File: src/rtl/rot_imm_pkg.sv
package rot_imm_pkg;
  typedef enum logic {
    SCAN_IDLE = 1'b0,
    SCAN_RUN  = 1'b1
  } scan_state_e;
endpackage

File: src/rtl/rot_imm_rst_sync.sv
module rot_imm_rst_sync #(
  parameter int STAGES = 2
) (
  input  logic clk,
  input  logic rst_n,
  output logic rst_sync_n
);
  logic [STAGES-1:0] chain_q;

  always_ff @(posedge clk or negedge rst_n) begin
    if (!rst_n) chain_q <= '0;
    else        chain_q <= {chain_q[STAGES-2:0], 1'b1};
  end

  assign rst_sync_n = chain_q[STAGES-1];
endmodule

File: src/rtl/rot_imm_cand.sv
// Tests one rotate count: the constant rotated left by twice the count
// must fit in the low byte.
module rot_imm_cand #(
  parameter int DATA_W = 32,
  parameter int VAL_W  = 8,
  parameter int ROT_W  = 4
) (
  input  logic [DATA_W-1:0] value_i,
  input  logic [ROT_W-1:0]  rot_i,
  output logic              hit_o,
  output logic [VAL_W-1:0]  n_o
);
  localparam int SH_W = $clog2(DATA_W);

  logic [SH_W-1:0]     sh;
  logic [2*DATA_W-1:0] dbl;
  logic [DATA_W-1:0]   rotl;

  always_comb begin
    sh    = SH_W'((32'(rot_i) * 2) % DATA_W);
    dbl   = {value_i, value_i} << sh;
    rotl  = dbl[2*DATA_W-1 -: DATA_W];
    hit_o = ~|rotl[DATA_W-1:VAL_W];
    n_o   = rotl[VAL_W-1:0];
  end
endmodule

File: src/rtl/rot_imm_decode.sv
module rot_imm_decode #(
  parameter int DATA_W = 32,
  parameter int VAL_W  = 8,
  parameter int ROT_W  = 4
) (
  input  logic [ROT_W+VAL_W-1:0] field_i,
  output logic [DATA_W-1:0]      value_o
);
  localparam int SH_W = $clog2(DATA_W);

  logic [SH_W-1:0]     sh;
  logic [DATA_W-1:0]   ext;
  logic [2*DATA_W-1:0] dbl;

  always_comb begin
    sh      = SH_W'((32'(field_i[ROT_W+VAL_W-1:VAL_W]) * 2) % DATA_W);
    ext     = DATA_W'(field_i[VAL_W-1:0]);
    dbl     = {ext, ext} >> sh;
    value_o = dbl[DATA_W-1:0];
  end
endmodule

File: src/rtl/rot_imm_search.sv
module rot_imm_search #(
  parameter int DATA_W = 32,
  parameter int VAL_W  = 8,
  parameter int ROT_W  = 4
) (
  input  logic              clk,
  input  logic              rst_n,
  input  logic              accept_i,
  input  logic [DATA_W-1:0] value_i,
  output logic              busy_o,
  output logic              done_o,
  output logic              valid_o,
  output logic              invalid_o,
  output logic [VAL_W-1:0]  n_o,
  output logic [ROT_W-1:0]  rot_o
);
  import rot_imm_pkg::*;

  localparam logic [ROT_W-1:0] ROT_LAST = {ROT_W{1'b1}};

  scan_state_e      state_q, state_d;
  logic [ROT_W-1:0] try_q, try_d;
  logic             done_q, done_d;
  logic             valid_q, valid_d;
  logic             invalid_q, invalid_d;
  logic [VAL_W-1:0] n_q, n_d;
  logic [ROT_W-1:0] rot_q, rot_d;
  logic             cand_hit;
  logic [VAL_W-1:0] cand_n;

  rot_imm_cand #(.DATA_W(DATA_W), .VAL_W(VAL_W), .ROT_W(ROT_W)) cand_i (
    .value_i (value_i),
    .rot_i   (try_q),
    .hit_o   (cand_hit),
    .n_o     (cand_n)
  );

  always_comb begin
    state_d   = state_q;
    try_d     = try_q;
    done_d    = 1'b0;
    valid_d   = valid_q;
    invalid_d = invalid_q;
    n_d       = n_q;
    rot_d     = rot_q;
    unique case (state_q)
      SCAN_IDLE: begin
        if (accept_i) begin
          state_d   = SCAN_RUN;
          try_d     = '0;
          valid_d   = 1'b0;
          invalid_d = 1'b0;
        end
      end
      SCAN_RUN: begin
        if (cand_hit) begin
          state_d = SCAN_IDLE;
          done_d  = 1'b1;
          valid_d = 1'b1;
          n_d     = cand_n;
          rot_d   = try_q;
        end else if (try_q == ROT_LAST) begin
          state_d   = SCAN_IDLE;
          done_d    = 1'b1;
          invalid_d = 1'b1;
          n_d       = '0;
          rot_d     = '0;
        end else begin
          try_d = try_q + 1'b1;
        end
      end
      default: state_d = SCAN_IDLE;
    endcase
  end

  always_ff @(posedge clk or negedge rst_n) begin
    if (!rst_n) begin
      state_q   <= SCAN_IDLE;
      try_q     <= '0;
      done_q    <= 1'b0;
      valid_q   <= 1'b0;
      invalid_q <= 1'b0;
      n_q       <= '0;
      rot_q     <= '0;
    end else begin
      state_q   <= state_d;
      try_q     <= try_d;
      done_q    <= done_d;
      valid_q   <= valid_d;
      invalid_q <= invalid_d;
      n_q       <= n_d;
      rot_q     <= rot_d;
    end
  end

  assign busy_o    = (state_q == SCAN_RUN);
  assign done_o    = done_q;
  assign valid_o   = valid_q;
  assign invalid_o = invalid_q;
  assign n_o       = n_q;
  assign rot_o     = rot_q;
endmodule

File: src/rtl/rot_imm_encoder.sv
module rot_imm_encoder #(
  parameter int DATA_W = 32,
  parameter int VAL_W  = 8,
  parameter int ROT_W  = 4
) (
  input  logic                   clk,
  input  logic                   rst_n,
  input  logic                   start_i,
  input  logic [DATA_W-1:0]      value_i,
  output logic                   busy_o,
  output logic                   done_o,
  output logic                   valid_o,
  output logic                   invalid_o,
  output logic [VAL_W-1:0]       imm_n_o,
  output logic [ROT_W-1:0]       imm_rot_o,
  input  logic [ROT_W+VAL_W-1:0] dec_field_i,
  output logic [DATA_W-1:0]      dec_value_o
);
  logic              rst_sync_n;
  logic              accept;
  logic [DATA_W-1:0] value_q;
  logic [DATA_W-1:0] value_d;

  rot_imm_rst_sync #(.STAGES(2)) rst_i (
    .clk        (clk),
    .rst_n      (rst_n),
    .rst_sync_n (rst_sync_n)
  );

  assign accept  = start_i && !busy_o;
  assign value_d = accept ? value_i : value_q;

  always_ff @(posedge clk or negedge rst_sync_n) begin
    if (!rst_sync_n) value_q <= '0;
    else             value_q <= value_d;
  end

  rot_imm_search #(.DATA_W(DATA_W), .VAL_W(VAL_W), .ROT_W(ROT_W)) search_i (
    .clk       (clk),
    .rst_n     (rst_sync_n),
    .accept_i  (accept),
    .value_i   (value_q),
    .busy_o    (busy_o),
    .done_o    (done_o),
    .valid_o   (valid_o),
    .invalid_o (invalid_o),
    .n_o       (imm_n_o),
    .rot_o     (imm_rot_o)
  );

  rot_imm_decode #(.DATA_W(DATA_W), .VAL_W(VAL_W), .ROT_W(ROT_W)) decode_i (
    .field_i (dec_field_i),
    .value_o (dec_value_o)
  );
endmodule

File: config.mk
export PLATFORM = sky130hd
export DESIGN_NAME = rot_imm_encoder
export DESIGN_NICKNAME = d
export VERILOG_FILES = /design/src/rtl/rot_imm_pkg.sv /design/src/rtl/rot_imm_rst_sync.sv /design/src/rtl/rot_imm_cand.sv /design/src/rtl/rot_imm_decode.sv /design/src/rtl/rot_imm_search.sv /design/src/rtl/rot_imm_encoder.sv
export SDC_FILE = /design/constraint.sdc
export NUM_CORES = 1
export LEC_CHECK = 0
export ABC_AREA = 1
export ABC_CLOCK_PERIOD_IN_PS = 2100
export CAP_MARGIN = 20
export CELL_PAD_IN_SITES_DETAIL_PLACEMENT = 0
export CELL_PAD_IN_SITES_GLOBAL_PLACEMENT = 1
export CORE_ASPECT_RATIO = 0.7
export CORE_MARGIN = 8
export CORE_UTILIZATION = 37
export CTS_BUF_LIST = sky130_fd_sc_hd__clkbuf_8
export DETAILED_ROUTE_END_ITERATION = 16
export PLACE_DENSITY = 0.83
export SLEW_MARGIN = 40
export SYNTH_ARGS = -nofsm -noshare
export SYNTH_HDL_FRONTEND = slang
export SYNTH_HIERARCHICAL = 1
export SYNTH_SLANG_ARGS = --single-unit
File: constraint.sdc
create_clock -name clk -period 2.1 [get_ports clk]
set_input_delay 0.21 -clock clk [delete_from_list [all_inputs] [get_ports clk]]
set_output_delay 0.21 -clock clk [all_outputs]
set_load 0.01 [all_outputs]
### Word-level counts from Yosys, hierarchy flattened

Index checks and enable logic that the tools add are counted.

| storage, ports and cells | value |
|---|---|
| flip-flop bits (word level) | 54 |
| bits of input ports | 47 |
| output and inout port bits | 48 |
| logic and storage cells | 48 |

| cells by class | value |
|---|---|
| add/subtract/negate cells | 1 |
| eq/ne operators | 7 |
| shift operators | 2 |
| multiplexer cells | 21 |
| bitwise operators | 1 |
| reduce and logical (&&, ||, !) cells | 7 |

Operators with widths:

| kind | number |
|---|---|
| 64-bit by 5-bit << shifter with 64-bit output | 1 |
| 40-bit by 5-bit >> shifter with 32-bit output | 1 |
| 24-bit OR reduction | 1 |
| 4-bit two-way mux | 5 |
| 8-bit two-way mux | 2 |
| 1-bit two-way mux | 10 |
| 2-bit != test, second input constant | 5 |
| 4-bit one-hot mux with 2 select lines | 1 |
| 1-bit one-hot mux with 2 select lines | 3 |
| 3-bit AND reduction | 2 |
| 4-bit by 1-bit adder with 4-bit output, second input constant | 1 |
| 4-bit == test, second input constant | 1 |
| 2-bit AND reduction | 2 |
| 2-bit by 1-bit != test with 1-bit output, second input constant | 1 |
| 1-bit logical AND | 1 |
| 1-bit logical NOT | 1 |
| 1-bit NOT | 1 |

### Longest topological paths before layout

Gate-level depths: netlist (run 1).

| logic depth | value |
|---|---|
| word-level depth | 4 |
| mapped depth | 19 |
| gate-level depth less buffers | 17 |

### Modules after synthesis

Netlist (run 1), hierarchy kept.

By module, submodules not included:

| module | instances | cells each | area an instance (µm²) | sequential area each (µm²) |
|---|---|---|---|---|
| rot_imm_cand | 1 | 335 | 1,490.2 | 0.0 |
| rot_imm_encoder | 1 | 141 | 1,342.5 | 800.8 |
| rot_imm_search | 1 | 94 | 877.1 | 500.5 |
| rot_imm_decode | 1 | 128 | 651.9 | 0.0 |
| rot_imm_rst_sync | 1 | 3 | 53.8 | 50.0 |

### Least setup slack after synthesis (run 1)

No wires, ideal clock.

| path | value |
|---|---|
| path type | register -> register |
| from | reg search_i.try_q[0] |
| to | reg search_i.n_q[1] (netlist: search_i/n_o[1]) |
| setup time | 0.117 ns |
| arrival time | 1.884 ns |
| data required time | 1.983 ns |
| setup slack | 0.099 ns |
| cell stages (with the launch flop) | 18 |
| buffers on the path | 3 |
| period minus slack after synthesis | 2.001 ns |
| path through | dfrtp_1 -> buf_6 -> buf_4 -> nand2_1 -> nand3_2 -> nand2_1 -> nand2_1 -> nor2_2 -> nor2_1 -> nor2_1 -> nand2_1 -> nand2_1 -> nand2_1 -> nor2_2 -> nand2_4 -> buf_4 -> nand3_1 -> nand2_1 |

| between the ends | value |
|---|---|
| cells in the longest elaborated chain, start to end | 4 |
| elaborated cells on any way between the ends | 6 |
| those cells by class | 2 x eq/ne; 1 x shift; 1 x mux; 2 x reduce/logical |

RTL lines:

| element | RTL line | text |
|---|---|---|
| from (decl) | rot_imm_search.sv:22 | `logic [ROT_W-1:0] try_q, try_d;` |
| from (signal assigned) | rot_imm_search.sv:87 | `try_q <= try_d;` |
| 64-bit by 5-bit << shifter with 64-bit output | rot_imm_cand.sv:21 | `dbl = {value_i, value_i} << sh;` |
| 24-bit OR reduction | rot_imm_cand.sv:23 | `hit_o = ~\|rotl[DATA_W-1:VAL_W];` |
| 2-bit by 1-bit != test with 1-bit output (no line) | - |  |
| 2-bit AND reduction (no line) | - |  |
| to (signal assigned) | rot_imm_search.sv:91 | `n_q <= n_d;` |
| to (decl) | rot_imm_search.sv:26 | `logic [VAL_W-1:0] n_q, n_d;` |

Parallel ways exist; a longest one is shown, timed or not.
A chain may end at the register's enable or synchronous reset.

### Worst setup path after layout (run 1)

| path | value |
|---|---|
| from | reg search_i.try_q[0] |
| to | reg search_i.n_q[5] (netlist: search_i/n_o[5]) |

The elaborated chain is that of the path after synthesis.

==> results of run 1 <==
-- cell usage in the layout, fill, tap and decap left out, types with 2 or more instances in the layout --
| cell type | n |
|---|---|
| inv_1 | 14 |
| a21oi_1 | 9 |
| nand3_1 | 129 |
| o21ai_2 | 2 |
| buf_12 | 9 |
| nand3_2 | 16 |
| dfrtp_2 | 2 |
| dlymetal6s2s_1 | 32 |
| and2_4 | 2 |
| nor2_1 | 37 |
| nand2_1 | 290 |
| clkbuf_8 | 6 |
| o21ai_0 | 8 |
| nand2_2 | 41 |
| inv_2 | 4 |
| nand4_1 | 12 |
| inv_4 | 4 |
| a31oi_1 | 3 |
| inv_6 | 2 |
| o21ai_1 | 13 |
| buf_4 | 35 |
| dfrtp_1 | 52 |
| clkdlybuf4s50_1 | 62 |
| nor2_2 | 8 |
-- path summary, 6_finish.rpt --
check,start,endpoint,slack (ns),cells after the start
worst max register to register,search_i/try_q[0],search_i/n_o[5],-0.09,15
worst min register to register,rst_i/chain_q[1],search_i/try_q[3],0.22,0
worst min-delay path,rst_n,rst_i/chain_q[1],0.04,1
min in group clk,rst_i/chain_q[0],rst_i/chain_q[1],0.37,0
max in group asynchronous,rst_i/chain_q[1],value_q[13],1.27,1
worst max-delay path,search_i/try_q[0],search_i/n_o[5],-0.09,15
-- synthesized netlist by cell type (all sizes together) --
cell type	number	area share [%]
nand2	333	30
nand3	145	18
dfrtp	54	31
nor2	46	4.2
buf	41	7.1
inv	23	2.2
o21ai	23	2.6
nand4	13	2.2
a21oi	9	1.0
clkbuf	4	0.34
a31oi	3	0.43
and2	3	0.54
conb	1	0.085
ha	1	0.28
or2	1	0.20
xor2	1	0.20
-- layout make-up --
type / instances / area [um^2] / area share [%]
multi-input combinational: 579 / 2723 / 45.60
clock buffer: 6 / 82.58 / 1.383
tap: 157 / 196.4 / 3.290
inverter: 23 / 101.3 / 1.697
clock inverter: 2 / 38.79 / 0.6496
timing repair buffer: 139 / 1475 / 24.71
sequential: 54 / 1354 / 22.67
-- registers in the layout, summed over array words and instances (netlist names) --
register / flops
search_i/n_o: 8
search_i/valid_o: 1
search_i/rot_o: 4
search_i/invalid_o: 1
search_i/try_q: 4
search_i/busy_o: 1
rst_i/chain_q: 2
search_i/done_o: 1
value_q: 32
-- per-layer routing --
layer | global-route usage, % | vias up | share of wire, % | wire, um
met3 | 3.066 | 13 | 4.6 | 651
met2 | 29.08 | 127 | 45 | 6355
met1 | 24.24 | 2305 | 49 | 6905
li1 | - | 2466 | - | -
met5 | 0 | - | 0 | 0
met4 | 2.930 | 0 | 0.83 | 117
-- report_power, final --
group | internal [mW] | switching (mW)
Clock | 0.393 | 0.357
Combinational | 2.29 | 3.36
Sequential | 1.44 | 0.433
-- worst max-delay path: stages, from the launching register on --
cell and delay, ns:
dfrtp_2 0.46, buf_12 0.18, nand2_1 0.09, nand3_1 0.15, and2_1 0.22, nor2_1 0.09
nand2_1 0.06, nand2_1 0.08, nand2_1 0.06, nand2_1 0.06, nand2_2 0.08, nor2_4 0.13
nand2_4 0.11, buf_12 0.18, nand3_1 0.07, nand2_1 0.06
-- timing repair --
action,in CTS,in global routing
cloned,0,0
setup endpoints to repair,20,52
hold endpoints to repair,0,0
pin swaps,5,3
resized for setup,12,52
-- through the flow --
stage | utilization (%) | worst slack [ns] | power (mW) | instance area, um^2
final | 51.10 | -0.08553 | 8.272 | 5971
after global placement | 48.58 | -0.1068 | 7.249 | 5677
after detailed placement | 48.58 | -0.1498 | 7.290 | 5677
after global routing | 51.10 | -0.2339 | 9.089 | 5971
after CTS | 49.92 | -0.04910 | 8.154 | 5833
after floorplan | - | 0.09880 | 5.317 | 4415
-- cells by family (layout without fill, tap and decap cells) --
family	after synthesis	count (layout)	share of synthesized area [%]
and+or+nand+nor	541	541	55.12
xor gates and xnor gates	1	1	0.1984
AOI/OAI and AO/OA	35	35	4.052
DFF	54	54	30.60
buffers and inverters	68	170	9.663
other	1	1	0.08493
adders and majority gates	1	1	0.2833
==> metrics.md, run 1 <==
| Metric | Value |
|---|---|
| Die area | `around 16,000 um^2` |
| Residual DRC | `0` |
| Tmin final | `around 2.2 ns` |
| Pre-antenna DRT Iters | `5` |
| First-pass GRT wire length | `around 24,000 um` |
| Post-Synthesis Cells | `approximately 700` |
| Syn nets | `about 750` |
| Type of the worst setup path | `reg -> reg` |
| CTS Buf Count | `5` |
| Initial antenna violation count | `0` |
| Unique cell type count in the Yosys netlist | `29` |
| RSZ-0062 raised after global routing | `yes` |
| Initial drt markers | `around 340` |
| CTS hold repair buffers | `0` |
| Hold Vio Cnt, Final | `0` |
| Drt wl/cell | `14.61 um` |
| Slew Limit Fails | `0` |
| Worst Path Required | `around 2.3 ns` |
| Sequential fraction of the synthesis area | `approximately 30%` |
| Row count | `33` |
| Worst Hold Margin | `0.04238 ns` |
| Arrival time at the worst endpoint | `between 2 and 2.5 ns` |
| ANT nets after route | `0` |
| Layout Skew | `0.01222 ns` |
| Slack of the critical path | `-0.08553 ns` |
| CP Capture Type | `flop` |
| Post-CTS setup buffer count | `0` |
| Max-cap violations | `0` |
| Initial Util | `~38%` |
| Setup TNS | `-0.8676 ns` |
| IO Pins | `95` |
| Synth-to-Final Area Change | `35.22%` |
| Diodes inserted | `0` |
| Detail Placement HPWL | `about 11,000 um` |
| Clk sink count | `between 50 and 60` |
| Overflow left after global routing | `0` |
| Vias per cell | `5.116` |
| H-tree depth | `2` |
| Peak fanout along the critical path | `32` |
| Die H | `~110 um` |
| Vias in the first global route | `~4,800` |
| Die Wd | `146.6 um` |
| Peak supply drop | `between 0.0008 and 0.0009 V` |
| Fmax | `0.4576 GHz` |
| Vias | `around 4,900` |
| Core Box Area | `~12,000 um^2` |
| IO buf count | `94` |
| TritonCTS clock tree | `built` |
| Fin cells | `between 900 and 1,000` |
| Routed wire length | `14,030 um` |
| Yosys warnings | `6` |
| Mapped Area | `about 4400 um^2` |
| Syn_area_per_cell | `about 6.3 um^2` |
| Ratio of cells with drive above 1 in the final layout | `between 10% and 20%` |
| Placer Congestion | `about 0.93` |
| Leak | `around 3.4 nW` |
| Failing checks | `negative setup slack` |
| Nets | `between 800 and 900` |
| Outcome | `complete, but fails checks` |
| Final Cycle Share | `104.1%` |
| Largest net degree at the start of global routing | `38` |
| Clock-pin slew on the worst setup and hold paths | `about 0.10 ns` |
| Setup-failing EPs final | `15` |
| Fillers | `1,190` |
| Total track usage | `between 10% and 20%` |
| Placed insts | `952` |
| Maximum clock insertion buffer count | `2` |
| Root Driver | `clkbuf_8` |
| #FFs+latches synth | `54` |
| P per Cell Area | `1385 nW/um^2` |
| Worst-skew pair later-pin latency | `about 0.31 ns` |
| HP Class | `in -> async` |
| Startpoint types | `flop` |
No activity file was read; power rests on OpenSTA's default activity.
==> run 2, diff against run 1 <==
--- a/config.mk
+++ b/config.mk
@@ -15,7 +15,7 @@
 export CORE_UTILIZATION = 37
 export CTS_BUF_LIST = sky130_fd_sc_hd__clkbuf_8
 export DETAILED_ROUTE_END_ITERATION = 16
-export PLACE_DENSITY = 0.83
+export PLACE_DENSITY = 0.89
 export SLEW_MARGIN = 40
 export SYNTH_ARGS = -nofsm -noshare
 export SYNTH_HDL_FRONTEND = slang
==> run 2 against run 1 <==
Compared with the run above:
- the run still ends with negative setup slack left
- count of clock-buffer cells in the layout fell by 1
- clock power fell by 13%
- total power fell by 1.9%
- combinational power fell by 0.9%
- sequential share of layout area rose by 0.15 points
- critical endpoint is now search_i/n_o[7]
- largest cell class unchanged
- largest power group unchanged
==> metrics.md, run 2 (synthesis results as in run 1) <==
| Metric | Value |
|---|---|
| Worst-skew pair later-pin latency | `0.32 ns (about the same)` |
| Peak fanout along the critical path | `32 (unchanged)` |
| Vias in the first global route | `4,795 (+0.88%)` |
| Vias | `4,922 (+0.22%)` |
| Maximum clock insertion buffer count | `2 (unchanged)` |
| Initial drt markers | `375 (+12%)` |
| Worst Path Required | `2.32 ns (about the same)` |
| Synth-to-Final Area Change | `34.43%` |
| Slew Limit Fails | `0 (unchanged)` |
| Die H | `107.4 um (unchanged)` |
| Layout Skew | `0.008880 ns (-0.003340 ns)` |
| Sequential Power Share | `23.0% (+0.4 points)` |
| Max-cap violations | `0 (unchanged)` |
| Detail Placement HPWL | `11,020 um (+0.63%)` |
| Initial antenna violation count | `0 (unchanged)` |
| Total chip power | `8.117 mW (-1.9%)` |
| First-pass GRT wire length | `23,920 um (+1.7%)` |
| Fin area | `5936 um^2 (-0.59%)` |
| Placer Congestion | `0.8951 (-3.6%)` |
| Startpoint types | `flop` |
| Failing checks | `negative setup slack` |
| Outcome | `complete, but fails checks` |
| Most frequent cells in the layout | `nand2_1 (284), nand3_1 (128), clkdlybuf4s50_1 (66)` |
| Comb pwr share | `69.0% (+0.7 points)` |
| Crit-path slowest cell | `dfrtp_2` |
| ANT nets after route | `0 (unchanged)` |
| Most used cell, CP | `nand2_1` |
| Initial Util | `37.79% (unchanged)` |
| RSZ-0062 raised after global routing | `yes` |
| Ratio of cells with drive above 1 in the final layout | `18.14% (+0.95 points)` |
| Residual DRC | `0 (unchanged)` |
| Routed wire length | `14,060 um (+0.22%)` |
| Pre-antenna DRT Iters | `5 (unchanged)` |
| Peak supply drop | `0.0008226 V (-1.3%)` |
| Placement Cell Area | `5627 um^2 (-0.88%)` |
| Hold Vio Cnt, Final | `0 (unchanged)` |
| Root Driver | `clkbuf_8` |
| P per Cell Area | `1368 nW/um^2 (-1.3%)` |
| IO Pins | `95 (unchanged)` |
| Setup-failing EPs final | `17 (+2)` |
| Die Wd | `146.6 um (unchanged)` |
| H-tree depth | `2 (unchanged)` |
| Diodes inserted | `0 (unchanged)` |
| Worst path cell trace | `buf_12 -> nand2_1 -> nand3_1 -> nand2_2 -> nand2_1 -> nor2_2 -> nor2_2 -> nor2_1 -> nand2_1 -> nand2_2 -> nand2_2 -> nor2_4 -> nand2_4 -> buf_6 -> nand3_1 -> nand2_1` |
| Die area | `15,740 um^2 (unchanged)` |
| Clk sink count | `54 (unchanged)` |
| Top reg by flops | `value_q` |
| Vias per cell | `5.116 (about the same)` |
| Overflow left after global routing | `0 (unchanged)` |
| Largest net degree at the start of global routing | `34 (-11%)` |
| Arrival time at the worst endpoint | `2.44 ns (+0.04 ns)` |
| CP Capture Type | `flop` |
| Drt wl/cell | `14.62 um (about the same)` |
| Leak | `3.362 nW (-2.3%)` |
| Nets | `852 (+0.24%)` |
| Final Cycle Share | `105.6% (+1.5 points)` |
| IO buf count | `94 (unchanged)` |
| Type of the worst setup path | `reg -> reg` |
| Row count | `33 (unchanged)` |
| Switching share of power | `51.66% (+1.5 points)` |
| Pint | `3.924 mW (-4.8%)` |
| Psw | `4.193 mW (+1.1%)` |
| HP Class | `in -> async` |
| Fmax | `0.4509 GHz (-1.4%)` |
| Clock share of power | `8.0% (-1.1 points)` |
| Fillers | `1,200 (+0.84%)` |
| Area occupied by multi-input gates | `2743 um^2 (+0.74%)` |
| Most common cell after layout, fill and taps aside | `nand2_1` |
| CTS Buf Count | `5 (unchanged)` |
| Core Box Area | `11,690 um^2 (unchanged)` |
| Tmin final | `2.218 ns (+0.03203 ns)` |
| Total track usage | `17.97% (+0.29 points)` |
| Max reg flops | `32 (unchanged)` |
| TritonCTS clock tree | `built` |
| Slack of the critical path | `-0.1176 ns (-0.03203 ns)` |
| Max stage delay on crit path | `0.46 ns (about the same)` |
| Clock-pin slew on the worst setup and hold paths | `0.11 ns (about the same)` |
| Sequential cell area | `1355 um^2 (about the same)` |
[run 2: cell count changes in the layout (fill, tap and decap cells not counted), moves of 4 or more]
cell             before  now
buf_12                9    5
buf_6                 1    5
clkdlybuf4s50_1      62   66
dlymetal6s2s_1       32   28
nand2_1             290  284
nand2_2              41   47
[run 2: per-stage QoR]
| step | hold WS, ns | std cells | TNS (ns) | utilization, % | worst slack [ns] |
|---|---|---|---|---|---|
| after CTS | 0.03258 | 961 | -1.201 | 49.52 | -0.1025 |
| final | 0.03614 | 962 | -1.377 | 50.80 | -0.1176 |
| after global routing | 0.02082 | 962 | -4.610 | 50.80 | -0.2784 |
| after floorplan | -0.08559 | 701 | 0 | - | 0.09880 |
| after detailed placement | 0.2058 | 952 | -4.021 | 48.15 | -0.2740 |
| after global placement | 0.1952 | 952 | -3.784 | 48.15 | -0.2263 |
[run 2: worst paths after layout]
path | startpoint | end | cells past startpoint | slack (ns)
worst max-delay path | search_i/try_q[0] | search_i/n_o[7] | 16 | -0.12
worst min-delay path | rst_n | rst_i/chain_q[0] | 1 | 0.04
worst max register to register | search_i/try_q[0] | search_i/n_o[7] | 16 | -0.12
worst min register to register | rst_i/chain_q[1] | search_i/try_q[3] | 0 | 0.19
max in group asynchronous | rst_i/chain_q[1] | value_q[9] | 1 | 1.28
min in group clk | rst_i/chain_q[0] | rst_i/chain_q[1] | 0 | 0.39
[run 2: timing repair]
item	in CTS	in global routing
buffers inserted	0	1
endpoints found under the setup margin	20	51
pin swaps	3	6
cloned	1	0
gates resized for setup	20	52
hold buffers	0	0
[run 2: worst max-delay path: cells and delay by family, from the launching register on]
family	cells	cell delay (ns)
buf+inv	2	0.35
flops	1	0.46
simple gates	14	1.29
[run 2: layout make-up]
type | count | area share [%]
clock buffers | 5 | 1.159
clock inverters | 3 | 0.4848
inverters | 23 | 1.665
multi-input cells | 579 | 46.21
flip-flops and latches | 54 | 22.83
well taps | 157 | 3.309
repair buffers | 141 | 24.35
[run 2: power groups by stage]
stage / clock network (mW) / logic, mW / registers, mW
floorplan: 0 / 3.52 / 1.79
global placement: 0 / 5.27 / 1.86
detailed placement: 0 / 5.30 / 1.86
CTS: 0.672 / 5.43 / 1.85
global route: 0.708 / 6.33 / 1.92
finish: 0.649 / 5.60 / 1.87
[run 2: layer usage]
layer	share of wire, %	GRT usage (%)	vias up
li1	-	-	2468
met5	0	0	-
met1	49	25.24	2288
met3	5.1	3.108	15
met4	1.0	3.004	0
met2	45	28.75	151
